<file path="src/rtl/dcs_pkg.sv">
package dcs_pkg;
  localparam int RGN_LSB    = 27;
  localparam int RGN_W      = 7;
  localparam int RGN_MSB    = RGN_LSB + RGN_W - 1;
  localparam int SEL_SHIFT  = 27;
  localparam int OFF_SHIFT  = 26;
  localparam int HOLE_SHIFT = 23;
  localparam int GIB4_BIT   = 32;
  localparam int PAGE_BITS  = 12;
  localparam int HASH_LO    = 16;
  localparam int HASH_HI    = 20;

  typedef enum logic [1:0] {
    MODE_BIT6   = 2'd0,
    MODE_PAGE   = 2'd1,
    MODE_HASH6  = 2'd2,
    MODE_HASH9  = 2'd3
  } ilv_mode_e;
endpackage

</file>
<file path="src/rtl/dcs_steer.sv">
module dcs_steer
  import dcs_pkg::*;
#(
  parameter int ADDR_W = 48,
  parameter int ILOG_W = 2,
  parameter int SELB_W = ADDR_W - SEL_SHIFT
) (
  input  logic [ADDR_W-1:0] addr_i,
  input  logic [ILOG_W-1:0] ilog_i,
  input  logic              gang_i,
  input  logic              hi_en_i,
  input  logic              hi_chan_i,
  input  logic              ilv_en_i,
  input  logic [1:0]        mode_i,
  input  logic [SELB_W-1:0] sel_base_i,
  input  logic              swap_en_i,
  input  logic [RGN_W-1:0]  swap_base_i,
  input  logic [RGN_W-1:0]  swap_limit_i,
  input  logic [RGN_W-1:0]  swap_size_i,
  output logic [ADDR_W-1:0] addr_o,
  output logic              hi_sel_o,
  output logic              chan_o
);
  logic [RGN_W-1:0]  rgn;
  logic              upper_clear;
  logic              do_swap;
  logic [ADDR_W-1:0] sel_base_full;
  logic              hash_par;
  logic              ilv_bit;

  assign rgn           = addr_i[RGN_MSB:RGN_LSB];
  assign upper_clear   = (addr_i[ADDR_W-1:RGN_MSB+1] == '0);
  assign do_swap       = swap_en_i && upper_clear &&
                         (((rgn >= swap_base_i) && (rgn <= swap_limit_i)) ||
                          (rgn < swap_size_i));
  assign sel_base_full = {sel_base_i, {SEL_SHIFT{1'b0}}};

  always_comb begin
    addr_o = addr_i;
    if (do_swap) addr_o[RGN_MSB:RGN_LSB] = rgn ^ swap_base_i;
  end

  assign hi_sel_o = hi_en_i && !gang_i && (addr_o >= sel_base_full);
  assign hash_par = ^addr_o[HASH_HI:HASH_LO];
  assign ilv_bit  = addr_o[PAGE_BITS + int'(ilog_i)];

  always_comb begin
    if (gang_i)                                  chan_o = addr_o[3];
    else if (hi_sel_o)                           chan_o = hi_chan_i;
    else if (ilv_en_i && mode_i == MODE_BIT6)    chan_o = addr_o[6];
    else if (ilv_en_i && mode_i[1])              chan_o = (mode_i[0] ? addr_o[9] : addr_o[6]) ^ hash_par;
    else if (ilv_en_i)                           chan_o = ilv_bit;
    else if (hi_en_i)                            chan_o = ~hi_chan_i;
    else                                         chan_o = 1'b0;
  end
endmodule

</file>
<file path="src/rtl/dcs_norm.sv">
module dcs_norm
  import dcs_pkg::*;
#(
  parameter int ADDR_W = 48,
  parameter int ILOG_W = 2,
  parameter int SELB_W = ADDR_W - SEL_SHIFT,
  parameter int SELO_W = ADDR_W - OFF_SHIFT,
  parameter int HOLE_W = 9
) (
  input  logic [ADDR_W-1:0] addr_i,
  input  logic              hi_sel_i,
  input  logic [ADDR_W-1:0] node_base_i,
  input  logic [ILOG_W-1:0] ilog_i,
  input  logic              gang_i,
  input  logic              ilv_en_i,
  input  logic [1:0]        mode_i,
  input  logic [SELB_W-1:0] sel_base_i,
  input  logic [SELO_W-1:0] sel_off_i,
  input  logic              hole_valid_i,
  input  logic [HOLE_W-1:0] hole_off_i,
  output logic [ADDR_W-1:0] addr_o
);
  localparam int NVAR = 1 << ILOG_W;

  function automatic logic [ADDR_W-1:0] drop_bit(input logic [ADDR_W-1:0] v, input int pos);
    logic [ADDR_W-1:0] lo_mask;
    lo_mask  = (ADDR_W'(1) << pos) - ADDR_W'(1);
    drop_bit = ((v >> (pos + 1)) << pos) | (v & lo_mask);
  endfunction

  logic              above_4g;
  logic              sel_low;
  logic              use_hole;
  logic [ADDR_W-1:0] hole_full;
  logic [ADDR_W-1:0] selo_full;
  logic [ADDR_W-1:0] offset;
  logic [ADDR_W-1:0] rebased;
  logic [ADDR_W-1:0] node_var [NVAR];
  logic [ADDR_W-1:0] node_rm;

  assign above_4g  = (addr_i[ADDR_W-1:GIB4_BIT] != '0);
  assign sel_low   = (sel_base_i[SELB_W-1:GIB4_BIT-SEL_SHIFT] == '0);
  assign hole_full = ADDR_W'(hole_off_i) << HOLE_SHIFT;
  assign selo_full = ADDR_W'(sel_off_i) << OFF_SHIFT;
  assign use_hole  = hole_valid_i && above_4g && (!hi_sel_i || sel_low);

  always_comb begin
    if (use_hole)      offset = hole_full;
    else if (hi_sel_i) offset = selo_full;
    else               offset = node_base_i;
  end

  assign rebased = addr_i - offset;

  for (genvar k = 0; k < NVAR; k++) begin : g_node
    assign node_var[k] = ((rebased >> (PAGE_BITS + k)) << PAGE_BITS) |
                         {{(ADDR_W-PAGE_BITS){1'b0}}, rebased[PAGE_BITS-1:0]};
  end
  assign node_rm = node_var[ilog_i];

  always_comb begin
    addr_o = node_rm;
    if (ilv_en_i && !hi_sel_i && !gang_i) begin
      if (!mode_i[0])                addr_o = drop_bit(node_rm, 6);
      else if (mode_i == MODE_PAGE)  addr_o = drop_bit(node_rm, PAGE_BITS);
      else                           addr_o = drop_bit(node_rm, 9);
    end
  end
endmodule

</file>
<file path="src/rtl/dcs_top.sv">
module dcs_top
  import dcs_pkg::*;
#(
  parameter int ADDR_W = 48,
  parameter int ILOG_W = 2,
  parameter int SELB_W = ADDR_W - SEL_SHIFT,
  parameter int SELO_W = ADDR_W - OFF_SHIFT,
  parameter int HOLE_W = 9
) (
  input  logic              clk,
  input  logic              rst_n,
  input  logic              in_valid,
  output logic              in_ready,
  input  logic [ADDR_W-1:0] in_addr,
  input  logic [ADDR_W-1:0] node_base,
  input  logic [ILOG_W-1:0] node_ilog,
  input  logic              gang_en,
  input  logic              hi_rng_en,
  input  logic              hi_chan,
  input  logic              ilv_en,
  input  logic [1:0]        ilv_mode,
  input  logic [SELB_W-1:0] sel_base,
  input  logic [SELO_W-1:0] sel_off,
  input  logic              hole_valid,
  input  logic [HOLE_W-1:0] hole_off,
  input  logic              swap_en,
  input  logic [RGN_W-1:0]  swap_base,
  input  logic [RGN_W-1:0]  swap_limit,
  input  logic [RGN_W-1:0]  swap_size,
  output logic              out_valid,
  input  logic              out_ready,
  output logic              out_chan,
  output logic [ADDR_W-1:0] out_addr
);
  logic [ADDR_W-1:0] swp_addr;
  logic              hi_sel;
  logic              chan_d;
  logic [ADDR_W-1:0] norm_d;
  logic              accept;
  logic              vld_q, vld_d;
  logic              chan_q;
  logic [ADDR_W-1:0] addr_q;

  dcs_steer #(.ADDR_W(ADDR_W), .ILOG_W(ILOG_W), .SELB_W(SELB_W)) u_steer (
    .addr_i(in_addr), .ilog_i(node_ilog), .gang_i(gang_en), .hi_en_i(hi_rng_en),
    .hi_chan_i(hi_chan), .ilv_en_i(ilv_en), .mode_i(ilv_mode), .sel_base_i(sel_base),
    .swap_en_i(swap_en), .swap_base_i(swap_base), .swap_limit_i(swap_limit),
    .swap_size_i(swap_size), .addr_o(swp_addr), .hi_sel_o(hi_sel), .chan_o(chan_d)
  );

  dcs_norm #(.ADDR_W(ADDR_W), .ILOG_W(ILOG_W), .SELB_W(SELB_W), .SELO_W(SELO_W),
             .HOLE_W(HOLE_W)) u_norm (
    .addr_i(swp_addr), .hi_sel_i(hi_sel), .node_base_i(node_base), .ilog_i(node_ilog),
    .gang_i(gang_en), .ilv_en_i(ilv_en), .mode_i(ilv_mode), .sel_base_i(sel_base),
    .sel_off_i(sel_off), .hole_valid_i(hole_valid), .hole_off_i(hole_off), .addr_o(norm_d)
  );

  always_comb begin
    in_ready = !vld_q || out_ready;
    accept   = in_valid && in_ready;
    if (accept)         vld_d = 1'b1;
    else if (out_ready) vld_d = 1'b0;
    else                vld_d = vld_q;
  end

  always_ff @(posedge clk or negedge rst_n) begin
    if (!rst_n) vld_q <= 1'b0;
    else        vld_q <= vld_d;
  end

  always_ff @(posedge clk or negedge rst_n) begin
    if (!rst_n) begin
      chan_q <= 1'b0;
      addr_q <= '0;
    end else if (accept) begin
      chan_q <= chan_d;
      addr_q <= norm_d;
    end
  end

  assign out_valid = vld_q;
  assign out_chan  = chan_q;
  assign out_addr  = addr_q;
endmodule

</file>
<file path="config.mk">
export PLATFORM = sky130hd
export DESIGN_NAME = dcs_top
export DESIGN_NICKNAME = d
export VERILOG_FILES = /design/src/rtl/dcs_pkg.sv /design/src/rtl/dcs_steer.sv /design/src/rtl/dcs_norm.sv /design/src/rtl/dcs_top.sv
export SDC_FILE = /design/constraint.sdc
export NUM_CORES = 1
export LEC_CHECK = 0
export CAP_MARGIN = 0
export CORE_ASPECT_RATIO = 0.7
export CORE_MARGIN = 2
export CORE_UTILIZATION = 62
export DETAILED_ROUTE_END_ITERATION = 12
export DONT_BUFFER_PORTS = 1
export GPL_TIMING_DRIVEN = 0
export PLACE_DENSITY = 0.82
export SYNTH_ARGS = -nofsm -noshare
export SYNTH_HDL_FRONTEND = slang
export SYNTH_SLANG_ARGS = --single-unit
</file>
<file path="constraint.sdc">
create_clock -name clk -period 3.18 [get_ports clk]
set_input_delay 0.159 -clock clk [delete_from_list [all_inputs] [get_ports clk]]
set_output_delay 0.159 -clock clk [all_outputs]
set_load 0.01 [all_outputs]
</file>
* Word-level counts from Yosys, hierarchy flattened
Cells that the tools add are included.
** Storage, ports and cells
- Input bits :: 183
- Register bits :: 50
- Output and inout port bits :: 51
** Operators by class
- Add/subtract/negate cells :: 2
- Order comparisons :: 6
- Eq/ne operators :: 1
- Multiplexer cells :: 21
- Reduce and logical (&&, ||, !) cells :: 24
- Bitwise operators :: 11
** Operator list (number)
- $mux W48 :: 5
- $bmux W48 S2 :: 1
- $mux W47 :: 2
- $or A47 B12 Y47 :: 2
- $ge A48 B48 Y1 :: 1
- $or A48 B12 Y48 :: 1
- $sub A48 B48 Y48 :: 1
- $or A47 B6 Y47 :: 1
- $or A47 B9 Y47 :: 1
- $or A46 B12 Y46 :: 1
- $or A45 B12 Y45 :: 1
- $lt A32 B8 Y1 const B :: 1
- $logic_not A16 Y1 :: 1
- $reduce_bool A16 Y1 :: 1
- $logic_not A14 Y1 :: 1
- $logic_and A1 B1 Y1 :: 12
- $mux W1 :: 11
- $ge A7 B7 Y1 :: 1
- $le A7 B7 Y1 :: 1
- $lt A7 B7 Y1 :: 1
- $mux W7 :: 1
- $xor A7 B7 Y7 :: 1
- $bmux W1 S6 :: 1
- $add A4 B2 Y5 const A :: 1
- other kinds (10) :: 14

* Depth between registers and ports, before layout
- Depth in word-level cells :: 20
- Gate-level depth with buffers :: 34
- Depth with buffers taken out :: 33

* Modules after synthesis
A second synthesis with hierarchy kept.
** Unflattened totals
- Cell total of the unflattened synthesis :: 1137
- Area, all modules :: 8846.0 um2
** By module, submodules not included
- dcs_norm :: area each 5004.8 um2, cells an instance 758, sequential area each 0.0 um2, instances 1
- dcs_steer :: area each 1931.9 um2, cells an instance 272, sequential area each 0.0 um2, instances 1
- dcs_top :: area each 1909.3 um2, cells an instance 107, sequential area each 1251.2 um2, instances 1

* Worst setup path after synthesis
OpenSTA, ideal clock, no wires.
- Path kind :: input to register
- Start point :: input swap_base[2]
- End point :: register addr_q[46] (netlist: out_addr[46])
- Arrival time :: 6593 ps
- Path slack :: -3495 ps
- Stages on the path :: 32
- Buffers on the path :: 3
- Cell sequence :: inv_1 -> ha_1 -> a21o_1 -> a31oi_1 -> o211ai_1 -> a221o_1 -> nand4_1 -> clkbuf_1 -> o21ai_0 -> ha_1 -> nor4b_1 -> nand4_1 -> or4_1 -> a21oi_2 -> o21ai_1 -> inv_2 -> clkbuf_1 -> nand2_1 -> a21oi_1 -> a21oi_1 -> ha_1 -> buf_2 -> and4_4 -> nand2_2 -> or4_1 -> o41a_1 -> a21o_1 -> a31oi_2 -> xnor2_1 -> mux2i_1 -> or2_1 -> a31oi_1
** Between the ends
- Longest elaborated chain between the ends :: 20
- Elaborated cells between the ends (all ways) :: 29
- Classes of those cells :: add/sub: 1; order compare: 2; mux: 9; bitwise: 6; reduce/logical: 11
** Ends and longest elaborated chain
- start: declaration :: RTL line dcs_top.sv:27 : input logic [RGN_W-1:0] swap_base,
- $ge A7 B7 Y1 :: RTL line dcs_steer.sv:34 : (((rgn >= swap_base_i) && (rgn <= swap_limit_i)) ||
- $logic_and A1 B1 Y1 :: RTL line dcs_steer.sv:34
- $logic_or A1 B1 Y1 :: RTL line dcs_steer.sv:34
- $logic_and A1 B1 Y1 :: RTL line dcs_steer.sv:33 : assign do_swap = swap_en_i && upper_clear &&
- $mux W7 (*) :: RTL line dcs_steer.sv:40 : if (do_swap) addr_o[RGN_MSB:RGN_LSB] = rgn ^ swap_base_i;
- $ge A48 B48 Y1 :: RTL line dcs_steer.sv:43 : assign hi_sel_o = hi_en_i && !gang_i && (addr_o >= sel_base_full);
- $logic_and A1 B1 Y1 :: RTL line dcs_steer.sv:43
- $logic_not A1 Y1 :: RTL line dcs_norm.sv:45, dcs_norm.sv:63
- [... 3 more ...]
- $sub A48 B48 Y48 :: RTL line dcs_norm.sv:53 : assign rebased = addr_i - offset;
- $or A48 B12 Y48 :: RTL line dcs_norm.sv:56 : assign node_var[k] = ((rebased >> (PAGE_BITS + k)) << PAGE_BITS) |
- $bmux W48 S2 :: RTL line dcs_norm.sv:59 : assign node_rm = node_var[ilog_i];
- $mux W48 (implied by the code) (2 in series) :: RTL line dcs_norm.sv:59
- $or A47 B9 Y47 / $or A47 B12 Y47 (equally long branches) :: RTL line dcs_norm.sv:28 : drop_bit = ((v >> (pos + 1)) << pos) | (v & lo_mask);
- $mux W47 :: RTL line dcs_norm.sv:65 : else if (mode_i == MODE_PAGE) addr_o = drop_bit(node_rm, PAGE_BITS);
- $mux W47 :: RTL line dcs_norm.sv:64 : if (!mode_i[0]) addr_o = drop_bit(node_rm, 6);
- $mux W48 (*) :: RTL line dcs_norm.sv:63 : if (ilv_en_i && !hi_sel_i && !gang_i) begin
- end signal: assignment :: RTL line dcs_top.sv:77 : addr_q <= norm_d;
- end: declaration :: RTL line dcs_top.sv:42 : logic [ADDR_W-1:0] addr_q;
Every way passes the cells marked *; elsewhere a longest branch is shown, timed or not. The select of a mux whose other input is x is not followed.
A chain may end at the register's enable or synchronous reset.

* Worst setup path after layout
- Start point :: input swap_limit[2]
- End point :: register addr_q[46] (netlist: out_addr[46])
** Between the ends
- Longest elaborated chain between the ends :: 20
- Elaborated cells between the ends (all ways) :: 28
- Classes of those cells :: add/sub: 1; order compare: 2; mux: 9; bitwise: 5; reduce/logical: 11
** Ends and longest elaborated chain
- start: declaration :: RTL line dcs_top.sv:28 : input logic [RGN_W-1:0] swap_limit,
- $le A7 B7 Y1 (*) :: RTL line dcs_steer.sv:34
- $logic_and A1 B1 Y1 (*) :: RTL line dcs_steer.sv:34
- $logic_or A1 B1 Y1 (*) :: RTL line dcs_steer.sv:34
- $logic_and A1 B1 Y1 (*) :: RTL line dcs_steer.sv:33
- $mux W7 (*) :: RTL line dcs_steer.sv:40
- $ge A48 B48 Y1 :: RTL line dcs_steer.sv:43
- $logic_and A1 B1 Y1 :: RTL line dcs_steer.sv:43
- $logic_not A1 Y1 :: RTL line dcs_norm.sv:45, dcs_norm.sv:63
- [... 3 more ...]
- $sub A48 B48 Y48 :: RTL line dcs_norm.sv:53
- $or A48 B12 Y48 :: RTL line dcs_norm.sv:56
- $bmux W48 S2 :: RTL line dcs_norm.sv:59
- $mux W48 (implied by the code) (2 in series) :: RTL line dcs_norm.sv:59
- $or A47 B9 Y47 / $or A47 B12 Y47 (equally long branches) :: RTL line dcs_norm.sv:28
- $mux W47 :: RTL line dcs_norm.sv:65
- $mux W47 :: RTL line dcs_norm.sv:64
- $mux W48 (*) :: RTL line dcs_norm.sv:63
Marks and branches as above.

==> impl_metrics.ini <==
[grt]
grt_pass1_wl_um = 48600
overflow = 0
grtUsageMet3_pct = 11.5
busiest_layer = met2
grt_usage_pct = 44.1
grt_max_degree = 51
grt_pass1_vias = 9035
grt_use_met2_pct = 67.0
antenna_found_initial = 0
use_met1_pct = 62.1

[yosys]
ys_ff_latch = 50
synth-main-ff-cell = dfrtp_1
syn_nets = 1381
synth_edf_count = 0
synth.distinct_cells = 82
synthArstFlopShare_pct = 100
yosys_warnings = 0
seq_area_frac_synth_pct = 15.4
syn_area_per_cell_um2 = 7.33
netlist_area_mm2 = 0.00811
synthCells = 1107

[clock_tree]
clkSinkCount = 50
clock_path_buffers = 2
clk_pin_slew_ns = 0.07
cts_buffers = 5
cts_root_buffer = clkbuf_16
cts.htree.levels = 2
clk_latency_ns = 0.30
cts_tree = done

[run_status]
violations = negative setup slack
status = finished with violations

[sta]
finalHoldViolations = 0
fin_crit_ns = 6.95
rsz0062_at_grt = yes
slew_viol_final = 0
whs_ns = 0.0450
setup_tns_ns = -150.34
setup_slack_ns = -3.77
worst_pin_slew_ns = 0.939
fin_crit_sh_pct = 219
max_freq_ghz = 0.144
skew_ns = 0.00876
setup_viol = 49
slew_headroom_pct = 37.1

[power]
p_clk_share_pct = 13.7
p_leak_nw = 4.83
ir_worst_vdd_mv = 0.351
finalPower_w = 0.00460
p_int_w = 0.00250
p_switching_w = 0.00209
pwr-share-seq_pct = 21.8
p_sw_share_pct = 45.5
combinationalPowerShare_pct = 64.5
p_per_area_mw_per_mm2 = 408

[critical_path]
cp_common_cell = a21oi_1
critPathLaunchType = input pin
cp-end-kind = flip-flop
cp.arrival_ns = 7.16
path_max_fanout = 6
required_ns = 3.39
crit_slowest_cell = ha_1
critPathMaxStageDelay_ns = 0.49
crit_type = in -> reg

[die]
fp.dieH_um = 99.7
die_area_mm2 = 0.0140
die_w_um = 141
start_util_pct = 64.4
fp-row-count = 34
core_mm2 = 0.0126
pin_count = 234

[place]
port_buffers = 0
place_inst = 1269
gp_congestion = 0.969
dp_hpwl_um = 22900

[route]
routedWlPerCell_um = 26.0
dr.pass1.iters = 9
via_per_inst = 7.46
drc = 0
finalWirelength_um = 36000
antenna_left = 0
num_vias = 10333
drt_iter0_drc = 1770

[final_layout]
area.sequential_mm2 = 0.00125
multi_input_area_mm2 = 0.00800
final_nets = 1497
layout-drive-gt1-share_pct = 33.3
area_growth_pct = 38.9
fillCellCount = 581
final_cells = 1386
n_antenna_cell = 0

[worst_hold_path]
hp-class = in -> reg

[flow_run]
maxCapViolations = 0
==> flip-flops by register name (all words and copies together), names as in the netlist <==
register and count:
out_addr 48, out_chan 1, out_valid 1
==> what timing repair did <==
| action | CTS | global route |
|---|---|---|
| endpoints found under the hold margin | 51 | 0 |
| hold buffers | 3 | 0 |
| pin swaps | 93 | 76 |
| cloned | 4 | 1 |
| gates resized for setup | 178 | 132 |
| endpoints found under the setup margin | 49 | 49 |
| setup buffers | 73 | 38 |
==> cell type report <==
class / count / area share (%)
buffer: 47 / 2.77
multi-input combinational: 931 / 71.0
clock inverter: 2 / 0.333
clock buffer: 6 / 1.14
sequential: 50 / 11.1
inverter: 71 / 2.63
timing repair buffer: 117 / 9.21
tap: 162 / 1.80
==> worst max-delay path: cells and delay by family <==
kind | cells | cell delay [ns]
buffers and inverters | 6 | 0.78
and+or+nand+nor | 8 | 1.83
AOI/OAI and AO/OA | 13 | 3.05
muxes | 1 | 0.15
xor gates and xnor gates | 1 | 0.18
adders and majority gates | 3 | 1.00
==> cells in the final DEF (no fill, tap or decap), drive strengths merged, types with 9 or more instances in the layout <==
master,synthesis,routed
nand3,33,33
a21oi,81,81
nor4,14,14
inv,71,71
o21ai,67,67
nor2,63,63
a211oi,11,11
nor3,14,14
buf,13,127
o21a,9,9
o211ai,18,18
dfrtp,50,50
a21o,35,35
ha,90,90
mux2i,22,22
a31oi,16,16
xor2,19,19
clkbuf,42,41
mux4,13,13
nand4,22,22
and3,10,10
o22ai,15,15
nand2,207,207
nand2b,14,14
xnor2,30,30
==> routing by layer <==
layer	share of wire [%]	routed length, µm
met4	6.5	2350
met1	37	13400
met5	0	0
met2	42	15000
met3	14	5220
==> logic make-up (layout without fill, tap and decap cells) <==
kind of cell    count (synthesis)  after routing  synth area share (%)
xor+xnor                       49             49                  5.57
flops                          50             50                  15.4
mux                            40             40                  7.02
fa+ha+maj                      91             91                  14.1
simple gates                  426            426                  24.4
compound gates                325            325                  27.3
buf+inv                       126            243                  6.11
==> per-stage QoR <==
step	instance area [µm²]	setup WS [ns]	util (%)
detailed placement	8690	-4.54	69.0
CTS	10300	-3.18	82.0
global route	11300	-3.82	89.4
finish	11300	-3.77	89.4
global placement	8690	-4.41	69.0
floorplan	8480	-2.83	-
==> Yosys cell counts, types with 7 or more instances <==
library cell  number  area share (%)
nand2_1          205             9.5
ha_1              90              14
a21oi_1           79             4.9
inv_1             69             3.2
nor2_1            63             2.9
o21ai_0           59             3.6
dfrtp_1           50              15
clkbuf_1          40             1.9
a21o_1            35             3.2
nand3_1           33             2.0
xnor2_1           28             3.0
mux2i_1           22             2.7
nand4_1           22             1.7
o211ai_1          18             1.7
xor2_1            18             1.9
a31oi_1           15             1.2
nand2b_1          14             1.1
nor3_1            14            0.86
nor4_1            14             1.1
o22ai_1           14             1.1
mux4_2            13             3.6
and3_1            10            0.77
buf_2             10            0.62
a211oi_1           9            0.83
o21a_1             9            0.83
a22oi_1            8            0.74
nor2b_1            8            0.62
o21bai_1           8            0.74
o21ai_1            7            0.43
==> power groups by stage <==
stage,combinational [W],sequential (W),clock (W)
floorplan,0.00152,0.000971,0
detailed placement,0.00193,0.00101,0
global route,0.00310,0.00102,0.000644
global placement,0.00190,0.00101,0
CTS,0.00241,0.000997,0.000616
finish,0.00297,0.00100,0.000630
==> worst paths after layout <==
path,end,cells past startpoint,startpoint,slack (ns)
setup / recovery,out_addr[46],32,swap_limit[2],-3.77
hold / removal,out_chan,2,gang_en,0.05
setup reg to reg,out_addr[22],6,out_valid,0.84
hold reg to reg,out_addr[1],2,out_addr[1],0.54
max in group asynchronous,out_addr[27],2,rst_n,2.56
min in group asynchronous,out_addr[46],2,rst_n,0.41
Note: power is estimated with default switching activity, not from simulation.
